==> src/rtl/stk_pkg.sv <==
package stk_pkg;
    typedef enum logic [2:0] {
        OP_NONE = 3'd0,
        OP_PUSH = 3'd1,
        OP_POP  = 3'd2,
        OP_CALL = 3'd3,
        OP_RET  = 3'd4
    } stk_op_e;

    typedef enum logic [1:0] {
        ST_IDLE    = 2'd0,
        ST_CALL_HI = 2'd1,
        ST_RET_LO  = 2'd2
    } stk_state_e;
endpackage

==> src/rtl/stk_room.sv <==
// Headroom check: is there space for NEED more bytes below the pointer,
// and are there at least NEED bytes stored above it.
module stk_room #(
    parameter int              AW      = 16,
    parameter logic [AW-1:0]   SRAM_LO = 16'h0200,
    parameter logic [AW-1:0]   SRAM_HI = 16'h21FF,
    parameter int              NEED    = 1
) (
    input  logic [AW-1:0] sp_i,
    output logic          can_down_o,
    output logic          can_up_o
);
    localparam int LO_INT = int'(SRAM_LO);
    localparam int HI_INT = int'(SRAM_HI);

    always_comb begin
        can_down_o = int'(sp_i) >= (LO_INT + NEED);
        can_up_o   = int'(sp_i) <= (HI_INT - NEED);
    end
endmodule

==> src/rtl/stk_range.sv <==
// Tells whether a candidate pointer value lies inside SRAM.
module stk_range #(
    parameter int            AW      = 16,
    parameter logic [AW-1:0] SRAM_LO = 16'h0200,
    parameter logic [AW-1:0] SRAM_HI = 16'h21FF
) (
    input  logic [AW-1:0] addr_i,
    output logic          inside_o
);
    always_comb begin
        inside_o = (addr_i >= SRAM_LO) && (addr_i <= SRAM_HI);
    end
endmodule

==> src/rtl/stack_engine.sv <==
module stack_engine
    import stk_pkg::*;
#(
    parameter int            AW      = 16,
    parameter int            DW      = 8,
    parameter int            RIDX_W  = 5,
    parameter logic [AW-1:0] SRAM_LO = 16'h0200,
    parameter logic [AW-1:0] SRAM_HI = 16'h21FF
) (
    input  logic              clk,
    input  logic              rst_n,
    input  logic [2:0]        op,
    input  logic [RIDX_W-1:0] reg_idx,
    input  logic [DW-1:0]     push_data,
    input  logic [2*DW-1:0]   ret_in,
    input  logic              sp_we,
    input  logic [AW-1:0]     sp_wdata,
    output logic [AW-1:0]     sp,
    output logic [DW-1:0]     pop_data,
    output logic              pop_valid,
    output logic [RIDX_W-1:0] pop_idx,
    output logic [2*DW-1:0]   ret_addr,
    output logic              ret_valid,
    output logic              ovf,
    output logic              udf,
    output logic              busy,
    output logic [AW-1:0]     mem_addr,
    output logic              mem_we,
    output logic [DW-1:0]     mem_wdata,
    output logic              mem_re,
    input  logic [DW-1:0]     mem_rdata
);
    localparam int RAW      = 2 * DW;
    localparam int RA_BYTES = RAW / DW;

    typedef struct packed {
        stk_state_e        state;
        logic [AW-1:0]     sp;
        logic [DW-1:0]     ra_hi;
        logic [DW-1:0]     pop_data;
        logic              pop_valid;
        logic [RIDX_W-1:0] pop_idx;
        logic [RAW-1:0]    ret_addr;
        logic              ret_valid;
        logic              ovf;
        logic              udf;
    } stk_regs_t;

    stk_regs_t st_d, st_q;

    // Room checks for one byte (push/pop) and for a full return address.
    logic [RA_BYTES:1] can_dn, can_up;
    for (genvar g = 1; g <= RA_BYTES; g++) begin : g_room
        stk_room #(.AW(AW), .SRAM_LO(SRAM_LO), .SRAM_HI(SRAM_HI), .NEED(g)) room_i (
            .sp_i       (st_q.sp),
            .can_down_o (can_dn[g]),
            .can_up_o   (can_up[g])
        );
    end

    logic load_ok;
    stk_range #(.AW(AW), .SRAM_LO(SRAM_LO), .SRAM_HI(SRAM_HI)) load_chk_i (
        .addr_i   (sp_wdata),
        .inside_o (load_ok)
    );

    stk_op_e       op_e;
    logic [AW-1:0] sp_up, sp_dn;

    always_comb begin
        op_e      = stk_op_e'(op);
        sp_up     = st_q.sp + AW'(1);
        sp_dn     = st_q.sp - AW'(1);
        st_d      = st_q;
        st_d.pop_valid = 1'b0;
        st_d.ret_valid = 1'b0;
        mem_addr  = st_q.sp;
        mem_we    = 1'b0;
        mem_wdata = '0;
        mem_re    = 1'b0;

        unique case (st_q.state)
            ST_IDLE: begin
                if (sp_we) begin
                    if (load_ok) st_d.sp = sp_wdata;
                end else begin
                    case (op_e)
                        OP_PUSH: begin
                            st_d.ovf = !can_dn[1];
                            st_d.udf = 1'b0;
                            if (can_dn[1]) begin
                                mem_we    = 1'b1;
                                mem_wdata = push_data;
                                st_d.sp   = sp_dn;
                            end
                        end
                        OP_POP: begin
                            st_d.udf = !can_up[1];
                            st_d.ovf = 1'b0;
                            if (can_up[1]) begin
                                mem_addr       = sp_up;
                                mem_re         = 1'b1;
                                st_d.sp        = sp_up;
                                st_d.pop_data  = mem_rdata;
                                st_d.pop_idx   = reg_idx;
                                st_d.pop_valid = 1'b1;
                            end
                        end
                        OP_CALL: begin
                            st_d.ovf = !can_dn[RA_BYTES];
                            st_d.udf = 1'b0;
                            if (can_dn[RA_BYTES]) begin
                                mem_we     = 1'b1;
                                mem_wdata  = ret_in[DW-1:0];
                                st_d.ra_hi = ret_in[RAW-1:DW];
                                st_d.sp    = sp_dn;
                                st_d.state = ST_CALL_HI;
                            end
                        end
                        OP_RET: begin
                            st_d.udf = !can_up[RA_BYTES];
                            st_d.ovf = 1'b0;
                            if (can_up[RA_BYTES]) begin
                                mem_addr   = sp_up;
                                mem_re     = 1'b1;
                                st_d.ra_hi = mem_rdata;
                                st_d.sp    = sp_up;
                                st_d.state = ST_RET_LO;
                            end
                        end
                        default: ;
                    endcase
                end
            end
            ST_CALL_HI: begin
                mem_we     = 1'b1;
                mem_wdata  = st_q.ra_hi;
                st_d.sp    = sp_dn;
                st_d.state = ST_IDLE;
            end
            ST_RET_LO: begin
                mem_addr       = sp_up;
                mem_re         = 1'b1;
                st_d.ret_addr  = {st_q.ra_hi, mem_rdata};
                st_d.ret_valid = 1'b1;
                st_d.sp        = sp_up;
                st_d.state     = ST_IDLE;
            end
            default: st_d.state = ST_IDLE;
        endcase
    end

    always_ff @(posedge clk or negedge rst_n) begin
        if (!rst_n) begin
            st_q       <= '0;
            st_q.state <= ST_IDLE;
            st_q.sp    <= SRAM_HI;
        end else begin
            st_q <= st_d;
        end
    end

    assign sp        = st_q.sp;
    assign pop_data  = st_q.pop_data;
    assign pop_valid = st_q.pop_valid;
    assign pop_idx   = st_q.pop_idx;
    assign ret_addr  = st_q.ret_addr;
    assign ret_valid = st_q.ret_valid;
    assign ovf       = st_q.ovf;
    assign udf       = st_q.udf;
    assign busy      = (st_q.state != ST_IDLE);

    logic idle_op;
    assign idle_op = !busy && !sp_we;

    assert_sp_in_sram_R1: assert property (@(posedge clk) disable iff (!rst_n)
        (sp >= SRAM_LO) && (sp <= SRAM_HI));

    assert_push_step_R2: assert property (@(posedge clk) disable iff (!rst_n)
        (idle_op && op == 3'd1 && sp > SRAM_LO) |=> (sp == $past(sp) - AW'(1)));

    assert_write_in_sram_R2: assert property (@(posedge clk) disable iff (!rst_n)
        mem_we |-> ((mem_addr >= SRAM_LO) && (mem_addr <= SRAM_HI)));

    assert_no_overflow_R3: assert property (@(posedge clk) disable iff (!rst_n)
        (idle_op && op == 3'd1 && sp == SRAM_LO) |-> !mem_we ##1 (ovf && $stable(sp)));

    assert_pop_underflow_R5: assert property (@(posedge clk) disable iff (!rst_n)
        (idle_op && op == 3'd2 && sp == SRAM_HI) |=> (udf && !pop_valid && sp == SRAM_HI));

    assert_call_hi_write_R6: assert property (@(posedge clk) disable iff (!rst_n)
        (busy && !mem_re) |-> mem_we);

    assert_port_exclusive_R9: assert property (@(posedge clk) disable iff (!rst_n)
        !(mem_we && mem_re));

    assert_busy_single_R9: assert property (@(posedge clk) disable iff (!rst_n)
        busy |=> !busy);

    assert_load_priority_R10: assert property (@(posedge clk) disable iff (!rst_n)
        (!busy && sp_we) |-> (!mem_we && !mem_re));
endmodule

==> config.mk <==
export PLATFORM = sky130hd
export DESIGN_NAME = stack_engine
export DESIGN_NICKNAME = d
export VERILOG_FILES = /design/src/rtl/stk_pkg.sv /design/src/rtl/stk_room.sv /design/src/rtl/stk_range.sv /design/src/rtl/stack_engine.sv
export SDC_FILE = /design/constraint.sdc
export NUM_CORES = 1
export LEC_CHECK = 0
export BUFFER_PORTS_ARGS = -buffer_cell sky130_fd_sc_hd__buf_4
export CAP_MARGIN = 20
export CELL_PAD_IN_SITES_DETAIL_PLACEMENT = 1
export CELL_PAD_IN_SITES_GLOBAL_PLACEMENT = 1
export CORE_UTILIZATION = 40
export DETAILED_ROUTE_END_ITERATION = 8
export PLACE_DENSITY_LB_ADDON = 0.1
export SYNTH_ARGS = -nofsm -noshare
export SYNTH_HDL_FRONTEND = slang
export SYNTH_SLANG_ARGS = --single-unit
==> constraint.sdc <==
create_clock -name clk -period 4 [get_ports clk]
set_clock_uncertainty 0.1 [all_clocks]
set_input_delay 0.8 -clock clk [delete_from_list [all_inputs] [get_ports clk]]
set_output_delay 0.8 -clock clk [all_outputs]
set_load 0.05 [all_outputs]
==> results of run 1 <==
-- stage by stage --
stage / hold slack, ns / utilization / instances / power [W] / TNS (ns)
after global placement: 0.390 / 0.489 / 927 / 0.00523 / 0
after detailed placement: 0.401 / 0.489 / 927 / 0.00533 / 0
final: 0.410 / 0.516 / 945 / 0.00620 / 0
after floorplan: 0.367 / - / 675 / 0.00424 / -0.722
after CTS: 0.413 / 0.513 / 943 / 0.00615 / 0
after global routing: 0.438 / 0.516 / 945 / 0.00650 / -0.00111
-- worst min path at each step --
stage | from | endpoint | depth (start not counted)
finish | ret_addr[4]$_DFFE_PN0P_ | ret_addr[4]$_DFFE_PN0P_ | 1
global placement | pop_data[2]$_DFFE_PN0P_ | pop_data[2]$_DFFE_PN0P_ | 1
global route | pop_data[4]$_DFFE_PN0P_ | pop_data[4]$_DFFE_PN0P_ | 1
floorplan | st_q[33]$_DFFE_PN0P_ | st_q[33]$_DFFE_PN0P_ | 2
CTS | ret_addr[4]$_DFFE_PN0P_ | ret_addr[4]$_DFFE_PN0P_ | 1
detailed placement | ret_addr[4]$_DFFE_PN0P_ | ret_addr[4]$_DFFE_PN0P_ | 1
-- worst max-delay path, stage by stage (launching register included) --
cell and delay (ns):
dfstp_2 0.57, buf_4 0.20, ha_1 0.18, and3_1 0.23, buf_4 0.21, and3_1 0.37, nand3_1 0.20, o31ai_1 0.36
buf_4 0.27
-- layer usage --
metal / track usage / vias to the layer above
li1: - / 2642
met2: 0.484 / 263
met4: 0.118 / 0
met1: 0.420 / 2882
met5: 0 / -
met3: 0.0536 / 63
-- cell usage after synthesis (4+ instances only) --
master    instances  share of area
xor2_1            5         0.0081
nand2_1          50          0.035
a22oi_1           6         0.0083
nor3_1           16          0.015
a31oi_1           8         0.0093
nor2_1           46          0.032
nor4_1            5         0.0058
dfrtp_1          49           0.23
o21bai_1          5         0.0069
o31ai_1          14          0.019
mux2i_1           8          0.015
o22ai_1           4         0.0046
clkinv_1          4         0.0028
a21oi_1          56          0.052
nand4_1           5         0.0058
nand3_1          20          0.019
clkbuf_1         47          0.033
buf_1             5         0.0035
o221ai_1         12          0.019
o21ai_1           4         0.0037
a221oi_1          7          0.011
ha_1              8          0.019
a21boi_0          5         0.0069
inv_1            17          0.012
o21ai_0          47          0.044
and4_1            4         0.0065
nor3b_1           5         0.0069
buf_4            46          0.064
a221o_1          10          0.019
buf_2             4         0.0037
a211oi_1          6         0.0083
a22o_1           17          0.028
xnor2_1          11          0.018
mux2_2           31          0.065
dfstp_2          10          0.049
and3_1           11          0.013
and2_1            6         0.0069
-- placed cells by master (no fill, tap or decap), types with 5 or more instances in the layout --
master | Yosys | final
mux2i_1 | 8 | 8
inv_1 | 17 | 16
ha_1 | 8 | 7
a221oi_1 | 7 | 7
and3_1 | 11 | 11
nor2_1 | 46 | 43
a22oi_1 | 6 | 6
dfstp_2 | 10 | 10
xor2_1 | 5 | 5
a31oi_1 | 8 | 5
o21ai_1 | 4 | 5
nor4_1 | 5 | 5
a21boi_0 | 5 | 5
clkbuf_16 | 0 | 9
nand2_1 | 50 | 49
nand4_1 | 5 | 5
o31ai_1 | 14 | 13
nor3_1 | 16 | 15
a21oi_1 | 56 | 54
a22o_1 | 17 | 17
nand3_1 | 20 | 19
o21bai_1 | 5 | 5
o21ai_0 | 47 | 45
xnor2_1 | 11 | 11
mux2_2 | 31 | 31
o221ai_1 | 12 | 12
buf_4 | 46 | 182
dfrtp_1 | 49 | 49
and2_1 | 6 | 6
a221o_1 | 10 | 10
a211oi_1 | 6 | 5
-- power breakdown --
group | switching, W | internal [W]
Sequential | 0.000235 | 0.000898
Clock | 0.000297 | 0.000501
Combinational | 0.00286 | 0.00141
Total | 0.00339 | 0.00281
-- timing repair --
item / in CTS / in global routing
setup endpoints to repair: 7 / 21
gates resized for setup: 3 / 9
hold buffers: 0 / 0
pin swaps: 0 / 1
buffers inserted: 0 / 1
gates cloned: 0 / 0
-- logic make-up after synthesis --
kind of cell / synth area share
AO/OA/AOI/OAI: 0.300
XOR/XNOR: 0.0259
adder cells (fa/ha/maj): 0.0185
buffers and inverters: 0.125
flip-flops: 0.275
multiplexers: 0.0794
AND/OR/NAND/NOR: 0.176
-- sequential cells by signal (all words and copies together), names as in the netlist --
name / count
st_q: 10
sp: 16
pop_idx: 5
ovf: 1
ret_valid: 1
udf: 1
pop_data: 8
pop_valid: 1
ret_addr: 16
-- final cells by class --
class                           count  area (µm²)  area share
Sequential cell                    59        1490       0.219
Timing Repair Buffer              183        1390       0.204
Tap cell                          176         220      0.0323
Inverter                           21        78.8      0.0116
Clock buffer                       11         243      0.0356
Multi-Input combinational cell    490        3330       0.489
Clock inverter                      5        61.3     0.00900
==> impl_metrics.tcl, run 1 <==
set metrics [dict create \
    syn_to_final_growth_pct 26.0 \
    dpl.hpwl_um 15500 \
    final.min_clock_period_ns 3.84 \
    nets 831 \
    wl_met1_um 9280 \
    grt_overflow_total 0 \
    track_usage 0.308 \
    clock_sinks 59 \
    num_vias 5850 \
    fin_ws_ns 0.155 \
    crit_path_end "mem_addr[8]" \
    drive_gt1_frac 0.347 \
    hold_path.class "reg2reg" \
    core_um2 13200 \
    top_layer "met4" \
    place_area_um2 6450 \
    antennaDiodeCount 0 \
    final_area_um2 6810 \
    die_area_um2 14000 \
    ys_seq_area_frac 0.275 \
    required_ns 3.10 \
    initial_core_util 0.410 \
    yosysUniqueCellTypes 70 \
    routed-wl-met2_um 9930 \
    end_kind "output port" \
    numCtsBuffers 9 \
    cts_max_level 3 \
    ant_nets 0 \
    synth-async-reset-ratio 1.00 \
    grt_max_degree 60 \
    synth_edf_count 0 \
    gp_congestion 0.908 \
    status "completed" \
    worstPathArrival_ns 2.94 \
    slew_violations 0 \
    antenna_found_initial 0 \
    setup_viol_count_final 0 \
    dp_slack_ns 0.204 \
    syn_inst 675 \
    tightestPinTransition_ns 0.811 \
    fmax_mhz 260 \
    cap_violations 0 \
    die_y_um 118 \
    ff2ff_path_depth 6 \
    setup.worst_path.class "reg2out" \
    drc_errors 0 \
    synth_ff_type "dfrtp_1" \
    io_pins 135 \
    critPathLaunchType "register" \
    irDropWorstVdd_v 0.000450 \
    syn_area_um2 5410 \
    portBuffers 134 \
    routedWlPerCell_um 22.7 \
    p_per_area_nw_per_um2 911 \
    worstPathMaxFanout 12 \
    routed_wl_um 21500 \
    fillCellCount 1612 \
    drt_iter0_drc 488 \
    root_buffer "clkbuf_16" \
    ys_warn_count 0 \
    leakagePower_nw 2.94 \
    dr.pass1.iters 5 \
    grt_pass1_vias 5843 \
    dr_wl_met3_um 1530 \
    crit_path_start "sp[0]$_DFFE_PN1P_" \
    relSlewSlack 0.455 \
    ys_ff_latch 59 \
    die_w_um 118 \
    clockBufferDepth 2 \
    r2r_start "sp[9]$_DFFE_PN0P_" \
    grt_pass1_wl_um 33300 \
    timing.final.hold_violations 0 \
    worst-r2r-setup-slack_ns 1.03 \
    cts_tree "yes" \
    rows 42 \
    worstSkewPairLatency_ns 0.34 \
    path_clk_slew_ns 0.06 \
    final.period_utilization 0.961 \
    synthesis.nets 742 \
    syn-mean-instance-area_um2 8.01 \
    via_per_inst 6.19 \
    regToRegEndpoint "pop_data[5]$_DFFE_PN0P_" \
]
Note: power is estimated with default switching activity, not from simulation.
==> inputs of run 2 (changes only) <==
--- a/config.mk
+++ b/config.mk
@@ -5,13 +5,15 @@
 export SDC_FILE = /design/constraint.sdc
 export NUM_CORES = 1
 export LEC_CHECK = 0
-export BUFFER_PORTS_ARGS = -buffer_cell sky130_fd_sc_hd__buf_4
 export CAP_MARGIN = 20
 export CELL_PAD_IN_SITES_DETAIL_PLACEMENT = 1
 export CELL_PAD_IN_SITES_GLOBAL_PLACEMENT = 1
-export CORE_UTILIZATION = 40
+export CORE_UTILIZATION = 47
+export CTS_CLUSTER_DIAMETER = 30
 export DETAILED_ROUTE_END_ITERATION = 8
+export DONT_BUFFER_PORTS = 1
 export PLACE_DENSITY_LB_ADDON = 0.1
+export SLEW_MARGIN = 15
 export SYNTH_ARGS = -nofsm -noshare
 export SYNTH_HDL_FRONTEND = slang
 export SYNTH_SLANG_ARGS = --single-unit
==> impl_metrics.tcl, run 2 (synthesized netlist as in run 1, its figures left out) <==
set metrics [dict create \
    status "completed" \
    regArea_um2 1490 \
    die_w_um 109 \
    required_ns 3.10 \
    cap_violations 0 \
    cts_max_level 3 \
    antennaDiodeCount 0 \
    relSlewSlack 0.427 \
    drt_iter0_drc 476 \
    gp_congestion 0.908 \
    place_area_um2 5830 \
    rows 38 \
    slew_violations 0 \
    end_kind "output port" \
    setup_viol_count_final 0 \
    regToRegEndpoint "pop_data[6]$_DFFE_PN0P_" \
    clockBufferDepth 2 \
    setup.worst_path.class "reg2out" \
    clock_sinks 59 \
    r2r_start "sp[9]$_DFFE_PN0P_" \
    grt_pass1_wl_um 32600 \
    multi_input_area_um2 3350 \
    power.total_w 0.00610 \
    fmax_mhz 258 \
    core_um2 11000 \
    portBuffers 0 \
    io_pins 135 \
    final.min_clock_period_ns 3.88 \
    layout_common_cells "66 x buf_4, 53 x a21oi_1, 49 x nand2_1, 49 x dfrtp_1, 45 x o21ai_0" \
    initial_core_util 0.490 \
    worstPathArrival_ns 2.98 \
    fillCellCount 1310 \
    cts_tree "yes" \
    final_core_util 0.564 \
    dr.pass1.iters 5 \
    hold_path.class "in2async" \
    final.period_utilization 0.971 \
    dpl.hpwl_um 14700 \
    crit_buf_inv 2 \
    timing.final.hold_violations 0 \
    p_per_area_nw_per_um2 980 \
    drc_errors 0 \
    drive_gt1_frac 0.254 \
    num_vias 5565 \
    die_y_um 109 \
    leakagePower_nw 2.51 \
    numCtsBuffers 9 \
    die_area_um2 11900 \
    dp_slack_ns 0.166 \
    critPathLaunchType "register" \
    cp_slowest_cell "dfstp_2" \
    via_per_inst 6.89 \
    hold_slack_ns 0.0424 \
    root_buffer "clkbuf_16" \
    tightestPinTransition_ns 0.857 \
    crit_chain "buf_4 -> and4_1 -> nand4_1 -> a21oi_2 -> a211oi_2 -> a21oi_1 -> o21ai_0 -> o31ai_2 -> buf_4" \
    fin_ws_ns 0.117 \
    final_common_cell "buf_4" \
    grt_pass1_vias 5753 \
    syn_to_final_growth_pct 15.1 \
    grt_setup_unrepaired "no" \
    path_clk_slew_ns 0.06 \
    worst-r2r-setup-slack_ns 0.88 \
    worstSkewPairLatency_ns 0.35 \
    routedWlPerCell_um 26.3 \
    grt_max_degree 60 \
    routed_wl_um 21200 \
    track_usage 0.367 \
    crit_path_max_incr_delay_ns 0.64 \
    worstPathMaxFanout 9 \
    nets 730 \
    grt_overflow_total 0 \
    final_area_um2 6220 \
    ff2ff_path_depth 7 \
    crit_family "compound AO/OA/AOI/OAI gates" \
    ant_nets 0 \
    irDropWorstVdd_v 0.000604 \
    antenna_found_initial 0 \
    cpMostUsedCell "buf_4" \
]
[run 2: changes by cell type in the layout (fill, tap and decap cells not counted), moves of 2 or more]
cell,previous run,this run
buf_12,1,16
buf_4,182,66
o31ai_1,13,9
clkinvlp_4,3,1
o31ai_2,1,5
inv_6,1,3
[run 2: worst max path at each step]
stage / start / to / slack, ns / cells past startpoint
after global routing: sp[8]$_DFFE_PN1P_ / mem_addr[10] / 0.02 / 9
after global placement: sp[6]$_DFFE_PN1P_ / mem_addr[4] / 0.29 / 9
final: sp[6]$_DFFE_PN1P_ / mem_addr[8] / 0.12 / 9
after floorplan: op[1] / mem_addr[12] / -0.17 / 6
after CTS: sp[0]$_DFFE_PN1P_ / mem_addr[7] / 0.04 / 10
after detailed placement: sp[6]$_DFFE_PN1P_ / mem_addr[6] / 0.17 / 9
[run 2: report_power, final]
| part | switching, W | leakage (nW) | internal (W) |
|---|---|---|---|
| logic | 0.00236 | 1.64 | 0.00130 |
| registers | 0.000728 | 0.728 | 0.000888 |
| clock network | 0.000331 | 0.149 | 0.000494 |
| total | 0.00341 | 2.51 | 0.00268 |
[run 2: area by class of cell]
type                    count  area share
clock buffers               9      0.0362
clock inverters             7      0.0135
inverters                  21      0.0127
multi-input cells         490       0.539
flip-flops and latches     59       0.239
well taps                 140      0.0282
repair buffers             82       0.131
[run 2: layer usage]
| layer | vias up | part of all wire | global-route usage |
|---|---|---|---|
| li1 | 2449 | - | - |
| met1 | 2739 | 0.41 | 0.477 |
| met2 | 299 | 0.46 | 0.573 |
| met3 | 78 | 0.096 | 0.0950 |
| met4 | 0 | 0.037 | 0.158 |
| met5 | - | 0 | 0 |
[run 2: per-stage QoR]
stage,TNS [ns],cells
detailed placement,0,786
floorplan,-0.722,675
finish,0,808
global placement,0,786
global route,0,808
CTS,0,804
[run 2: repair_timing]
item                                    in CTS  in global routing
buffers inserted                             2                  4
pin swaps                                    1                  0
resized for setup                            3                  7
hold buffers                                 0                  0
endpoints found under the setup margin      18                 20
